`src/rtl/arc_pkg.sv`:
```
package arc_pkg;
    typedef enum logic [1:0] {
        PH_IDLE = 2'd0,
        PH_STEP = 2'd1,
        PH_REST = 2'd2
    } arc_phase_e;
endpackage

```
`src/rtl/arc_axis_sel.sv`:
```
module arc_axis_sel #(
    parameter int COORD_W = 16,
    parameter int DEV_W   = COORD_W + 3
) (
    input  logic signed [DEV_W-1:0]   err,
    input  logic        [COORD_W-1:0] cur_x,
    input  logic        [COORD_W-1:0] cur_y,
    input  logic        [COORD_W-1:0] tgt_x,
    input  logic        [COORD_W-1:0] tgt_y,
    output logic                      go_x,
    output logic                      go_y,
    output logic                      arrived
);
    logic x_done;
    logic y_done;

    always_comb begin
        x_done  = (cur_x == tgt_x);
        y_done  = (cur_y == tgt_y);
        arrived = x_done && y_done;
        go_x    = 1'b0;
        go_y    = 1'b0;
        if (!arrived) begin
            if (x_done) begin
                go_y = 1'b1;
            end else if (y_done) begin
                go_x = 1'b1;
            end else if (err < 0) begin
                go_x = 1'b1;
            end else begin
                go_y = 1'b1;
            end
        end
    end
endmodule

```
`src/rtl/arc_dev_next.sv`:
```
module arc_dev_next #(
    parameter int COORD_W = 16,
    parameter int DEV_W   = COORD_W + 3
) (
    input  logic signed [DEV_W-1:0]   err,
    input  logic        [COORD_W-1:0] cur_x,
    input  logic        [COORD_W-1:0] cur_y,
    input  logic                      go_x,
    input  logic                      go_y,
    output logic signed [DEV_W-1:0]   err_nxt
);
    localparam int PAD = DEV_W - COORD_W - 1;

    logic signed [DEV_W-1:0] inc_x;
    logic signed [DEV_W-1:0] dbl_y;

    always_comb begin
        inc_x = $signed({{PAD{1'b0}}, cur_x, 1'b1});
        dbl_y = $signed({{PAD{1'b0}}, cur_y, 1'b0});
        if (go_x) begin
            err_nxt = err + inc_x;
        end else if (go_y) begin
            err_nxt = err - dbl_y + DEV_W'(1);
        end else begin
            err_nxt = err;
        end
    end
endmodule

```
`src/rtl/arc_interp.sv`:
```
module arc_interp
    import arc_pkg::*;
#(
    parameter int COORD_W = 16,
    localparam int DEV_W  = COORD_W + 3
) (
    input  logic                      clk,
    input  logic                      rst,
    input  logic                      start,
    input  logic        [COORD_W-1:0] x_start,
    input  logic        [COORD_W-1:0] y_start,
    input  logic        [COORD_W-1:0] x_end,
    input  logic        [COORD_W-1:0] y_end,
    output logic                      step_x,
    output logic                      step_y,
    output logic                      busy,
    output logic        [COORD_W-1:0] pos_x,
    output logic        [COORD_W-1:0] pos_y,
    output logic signed [DEV_W-1:0]   dev
);
    typedef struct packed {
        arc_phase_e                ph;
        logic [COORD_W-1:0]        x;
        logic [COORD_W-1:0]        y;
        logic [COORD_W-1:0]        xe;
        logic [COORD_W-1:0]        ye;
        logic signed [DEV_W-1:0]   f;
        logic                      px;
        logic                      py;
    } arc_state_t;

    arc_state_t s_d;
    arc_state_t s_q;

    logic                    mv_x;
    logic                    mv_y;
    logic                    at_end;
    logic signed [DEV_W-1:0] f_step;

    arc_axis_sel #(.COORD_W(COORD_W), .DEV_W(DEV_W)) u_sel (
        .err     (s_q.f),
        .cur_x   (s_q.x),
        .cur_y   (s_q.y),
        .tgt_x   (s_q.xe),
        .tgt_y   (s_q.ye),
        .go_x    (mv_x),
        .go_y    (mv_y),
        .arrived (at_end)
    );

    arc_dev_next #(.COORD_W(COORD_W), .DEV_W(DEV_W)) u_dev (
        .err     (s_q.f),
        .cur_x   (s_q.x),
        .cur_y   (s_q.y),
        .go_x    (mv_x),
        .go_y    (mv_y),
        .err_nxt (f_step)
    );

    always_comb begin
        s_d    = s_q;
        s_d.px = 1'b0;
        s_d.py = 1'b0;
        unique case (s_q.ph)
            PH_IDLE: begin
                if (start) begin
                    s_d.ph = PH_STEP;
                    s_d.x  = x_start;
                    s_d.y  = y_start;
                    s_d.xe = x_end;
                    s_d.ye = y_end;
                    s_d.f  = '0;
                end
            end
            PH_STEP: begin
                if (at_end) begin
                    s_d.ph = PH_IDLE;
                end else begin
                    s_d.px = mv_x;
                    s_d.py = mv_y;
                    s_d.x  = mv_x ? s_q.x + COORD_W'(1) : s_q.x;
                    s_d.y  = mv_y ? s_q.y - COORD_W'(1) : s_q.y;
                    s_d.f  = f_step;
                    s_d.ph = PH_REST;
                end
            end
            PH_REST: begin
                s_d.ph = PH_STEP;
            end
            default: begin
                s_d.ph = PH_IDLE;
            end
        endcase
    end

    always_ff @(posedge clk) begin
        if (rst) begin
            s_q <= '{ph: PH_IDLE, x: '0, y: '0, xe: '0, ye: '0,
                     f: '0, px: 1'b0, py: 1'b0};
        end else begin
            s_q <= s_d;
        end
    end

    assign step_x = s_q.px;
    assign step_y = s_q.py;
    assign busy   = (s_q.ph != PH_IDLE);
    assign pos_x  = s_q.x;
    assign pos_y  = s_q.y;
    assign dev    = s_q.f;

    // never both axes in one cycle
    a_r5_single_axis: assert property (@(posedge clk) disable iff (rst)
        !(step_x && step_y));

    // a pulse is always followed by a quiet clock
    a_r6_pulse_gap: assert property (@(posedge clk) disable iff (rst)
        (step_x || step_y) |=> !(step_x || step_y));

    // an X step advances x by one from a negative error or a finished y
    a_r4_x_step: assert property (@(posedge clk) disable iff (rst)
        $rose(step_x) |-> (pos_x == $past(pos_x) + COORD_W'(1))
                          && ($past(dev) < 0 || $past(pos_y) == $past(s_q.ye)));

    // a Y step lowers y by one from a non-negative error or a finished x
    a_r3_y_step: assert property (@(posedge clk) disable iff (rst)
        $rose(step_y) |-> (pos_y == $past(pos_y) - COORD_W'(1))
                          && ($past(dev) >= 0 || $past(pos_x) == $past(s_q.xe)));

    // no pulses once idle
    a_r7_quiet_idle: assert property (@(posedge clk) disable iff (rst)
        !busy |-> !(step_x || step_y));

    // a start while running leaves the target unchanged
    a_r8_start_ignored: assert property (@(posedge clk) disable iff (rst)
        (busy && start) |=> $stable(s_q.xe) && $stable(s_q.ye));
endmodule

```
`config.mk`:
```
export PLATFORM = sky130hd
export DESIGN_NAME = arc_interp
export DESIGN_NICKNAME = d
export VERILOG_FILES = /design/src/rtl/arc_pkg.sv /design/src/rtl/arc_axis_sel.sv /design/src/rtl/arc_dev_next.sv /design/src/rtl/arc_interp.sv
export SDC_FILE = /design/constraint.sdc
export NUM_CORES = 1
export LEC_CHECK = 0
export BUFFER_PORTS_ARGS = -buffer_cell sky130_fd_sc_hd__buf_4
export CAP_MARGIN = 20
export CORE_MARGIN = 1.5
export CORE_UTILIZATION = 23
export CTS_CLUSTER_DIAMETER = 80
export CTS_CLUSTER_SIZE = 25
export DETAILED_ROUTE_END_ITERATION = 6
export PLACE_DENSITY = 0.43
export SYNTH_ARGS = -nofsm -noshare
export SYNTH_HDL_FRONTEND = slang
export SYNTH_HIERARCHICAL = 1
export SYNTH_SLANG_ARGS = --single-unit
```
`constraint.sdc`:
```
create_clock -name clk -period 2.97 [get_ports clk]
set_input_delay 0.1485 -clock clk [delete_from_list [all_inputs] [get_ports clk]]
set_output_delay 0.1485 -clock clk [all_outputs]
set_load 0.005 [all_outputs]
```
==> impl_metrics.ini <==
[timing]
fmax_mhz = 358.1
worst_pin_slew_ns = 0.6283
setup_viol_count_final = 0
holdWs_ns = 0.01991
slew_viol_final = 0
setup_tns_ns = 0
grt_setup_unrepaired = no
fin_skew_ns = 0.02189
slew_headroom_pct = 57.76
post-route-min-period_ns = 2.793
finalCritPeriodShare_pct = 94.04
hold_violations = 0

[die]
start_util_pct = 23.38
die-area_um2 = 31270
core_um2 = 29720
rows = 63
io_pins = 121
dieHeight_um = 176.8
die_w_um = 176.8

[pwr]
combinationalPowerShare_pct = 56.8
intPower_uw = 3451
clkPwrFrac_pct = 19.3
p_leak_uw = 0.003638
swShare_pct = 43.54
p_per_area_nw_per_um2 = 705.8
pwr-share-seq_pct = 23.9
ir_worst_vdd_uv = 301.8
switchingPower_uw = 2662

[route]
ant_nets = 0
routed_wl_um = 25900
top_layer = met4
drtIter0Drc = 571
drc = 0
vias = 6885
wl_met1_um = 12910
drt-pass1-iter-count = 5
wl_met2_um = 11540
wl_met3_um = 1128
vias_per_cell = 4.953
wl_per_cell_um = 18.63

[synth]
ys_top_cells_by_area = dfxtp_1, ha_1, a21oi_1
syn_avg_cell_area_um2 = 7.773
syn_area_um2 = 6949
synth_flop_cell = dfxtp_1
yosysTopAreaCell = dfxtp_1
synth.area.mux_share_pct = 0.5762
syn_inst = 894
synth_seq_cells = 87
async_flop_share_pct = 0
synth_top_area_share_pct = 25.06
ys_warn_count = 6
synth_nets = 1014
synth_fa_ha_area_share_pct = 9.759
seq_area_frac_synth_pct = 25.06
synth_compound_area_share_pct = 26.07
synth_edf_count = 0
synth_xor_area_share_pct = 7.184
yosys.cell_types.count = 75
synth_top_family_by_area = compound AO/OA/AOI/OAI gates
synthSimpleGateAreaFrac_pct = 20.87

[layout]
num-nets-final = 1115
regArea_um2 = 1749
final_core_util_pct = 29.15
num_antenna_cells = 0
area_delta_synth_final_pct = 24.65
fillerInstances = 3209
finish.instance_area_um2 = 8662
drive_gt1_share_pct = 25.30
multi_input_area_um2 = 4554

[clock_network]
cts_buffer_depth = 2
cts-resized-gates = 0
postCtsHoldBufs = 0
cts.sinks = 87
clk_pin_slew_ns = 0.09
cts_root_buf = clkbuf_16
clk_latency_ns = 0.37
h-tree-depth = 3
post_cts_buffers = 0
cts_tree = built
numCtsBuffers = 9

[place]
post_dp_cell_area_um2 = 8307
io_buffers = 120
gp_congestion = 0.8117
hpwl_um = 20000

[worst_hold_path]
hp-class = in -> reg

[flow_run]
max_cap_viol_count = 0

[setup_path]
endpoint_kind = flop
crit_type = reg -> reg
crit_required_ns = 3.27
start_kind = flop
cp_data_arrival_time_ns = 3.09
cp_max_fo = 5

[grt]
grt_pass1_wl_um = 39150
overflow = 0
antenna_found_initial = 0
grt_usage_pct = 16.53
grt_start_max_net_pins = 47
grt_pass1_vias = 6511

[status]
status = completed
path summary, 6_finish.rpt:
path                              from              endpoint  slack, ns  cells past startpoint
hold / removal               y_end[10]  s_q[31]$_SDFFE_PP0P_       0.02                      3
setup reg to reg  dev[10]$_SDFFE_PP0P_  dev[15]$_SDFFE_PP0P_       0.18                     10
setup / recovery  dev[10]$_SDFFE_PP0P_  dev[15]$_SDFFE_PP0P_       0.18                     10
hold reg to reg   s_q[41]$_SDFFE_PP0P_  s_q[41]$_SDFFE_PP0P_       0.47                      2
worst max-delay path, stage by stage, from the launching register on:
cell,delay [ns]
dfxtp_1,0.46
ha_1,0.28
ha_1,0.37
a21o_1,0.21
a21o_1,0.18
a221o_1,0.37
a31oi_4,0.22
a21oi_1,0.09
o311a_1,0.29
o2bb2ai_1,0.14
a22o_1,0.13
power by group through the flow:
stage          clock [µW]  combinational (µW)  sequential [µW]
2_1_floorplan           0                2430             1470
3_3_place_gp            0                3430             1490
3_5_place_dp            0                3410             1490
4_1_cts              1220                3440             1460
5_1_grt              1260                3860             1480
6_report             1180                3470             1460
cell usage after synthesis (12+ instances only):
cell type and instances:
a211oi_1 19, a21o_1 12, a21oi_1 100, a22o_1 18
a31oi_1 12, buf_2 21, buf_4 52, clkbuf_1 25
dfxtp_1 87, ha_1 51, inv_1 32, nand2_1 105
nand3_1 22, nand4_1 20, nor2_1 48, nor3_1 15
o21ai_0 42, xnor2_1 36, xor2_1 21
per-layer routing:
layer | vias up | GRT usage, %
met5 | - | 0
met4 | 0 | 3.814
met3 | 20 | 2.706
met2 | 180 | 25.62
met1 | 3280 | 23.76
li1 | 3405 | -
through the flow:
stage / power, µW / std cells / setup WS, ns
3_3_place_gp: 4918 / 1374 / 0.05311
2_1_floorplan: 3900 / 894 / 0.1693
5_1_grt: 6597 / 1390 / 0.007423
4_1_cts: 6116 / 1390 / 0.02465
3_5_place_dp: 4903 / 1374 / 0.04909
6_report: 6113 / 1390 / 0.1771
registers in the layout (all words and copies together) (netlist names):
name / count
pos_x: 16
s_q: 34
dev: 19
pos_y: 16
step_y: 1
step_x: 1
placed cells by master (no fill, tap or decap), types with 6 or more instances in the layout:
cell type | netlist | final
ha_1 | 51 | 50
buf_4 | 52 | 191
a21oi_1 | 100 | 99
dfxtp_1 | 87 | 81
a22o_1 | 18 | 18
xor2_1 | 21 | 21
a21o_1 | 12 | 12
o2bb2ai_1 | 6 | 6
a211oi_1 | 19 | 18
nand3_1 | 22 | 22
nor4_1 | 8 | 6
nand4_1 | 20 | 20
and3_1 | 9 | 9
o21a_1 | 9 | 9
o21ai_0 | 42 | 42
nand2b_1 | 9 | 8
clkbuf_16 | 0 | 9
a31oi_1 | 12 | 11
dfxtp_2 | 0 | 6
nor2_1 | 48 | 47
nand2_1 | 105 | 105
nor3_1 | 15 | 14
a22oi_1 | 7 | 7
xnor2_1 | 36 | 36
inv_1 | 32 | 32
cells by family after synthesis:
logic type               after synthesis
AND/OR/NAND/NOR                      282
AO/OA/AOI/OAI                        276
buffers and inverters                135
flip-flops                            87
XOR/XNOR                              57
adder cells (fa/ha/maj)               53
multiplexers                           4
cell type report:
type	count	area share, %
multi-input cells	672	52.58
flip-flops and latches	87	20.19
repair buffers	192	16.78
clock buffers	9	2.600
well taps	390	5.633
inverters	33	1.430
clock inverters	7	0.7800
(Power assumes the default switching activity.)
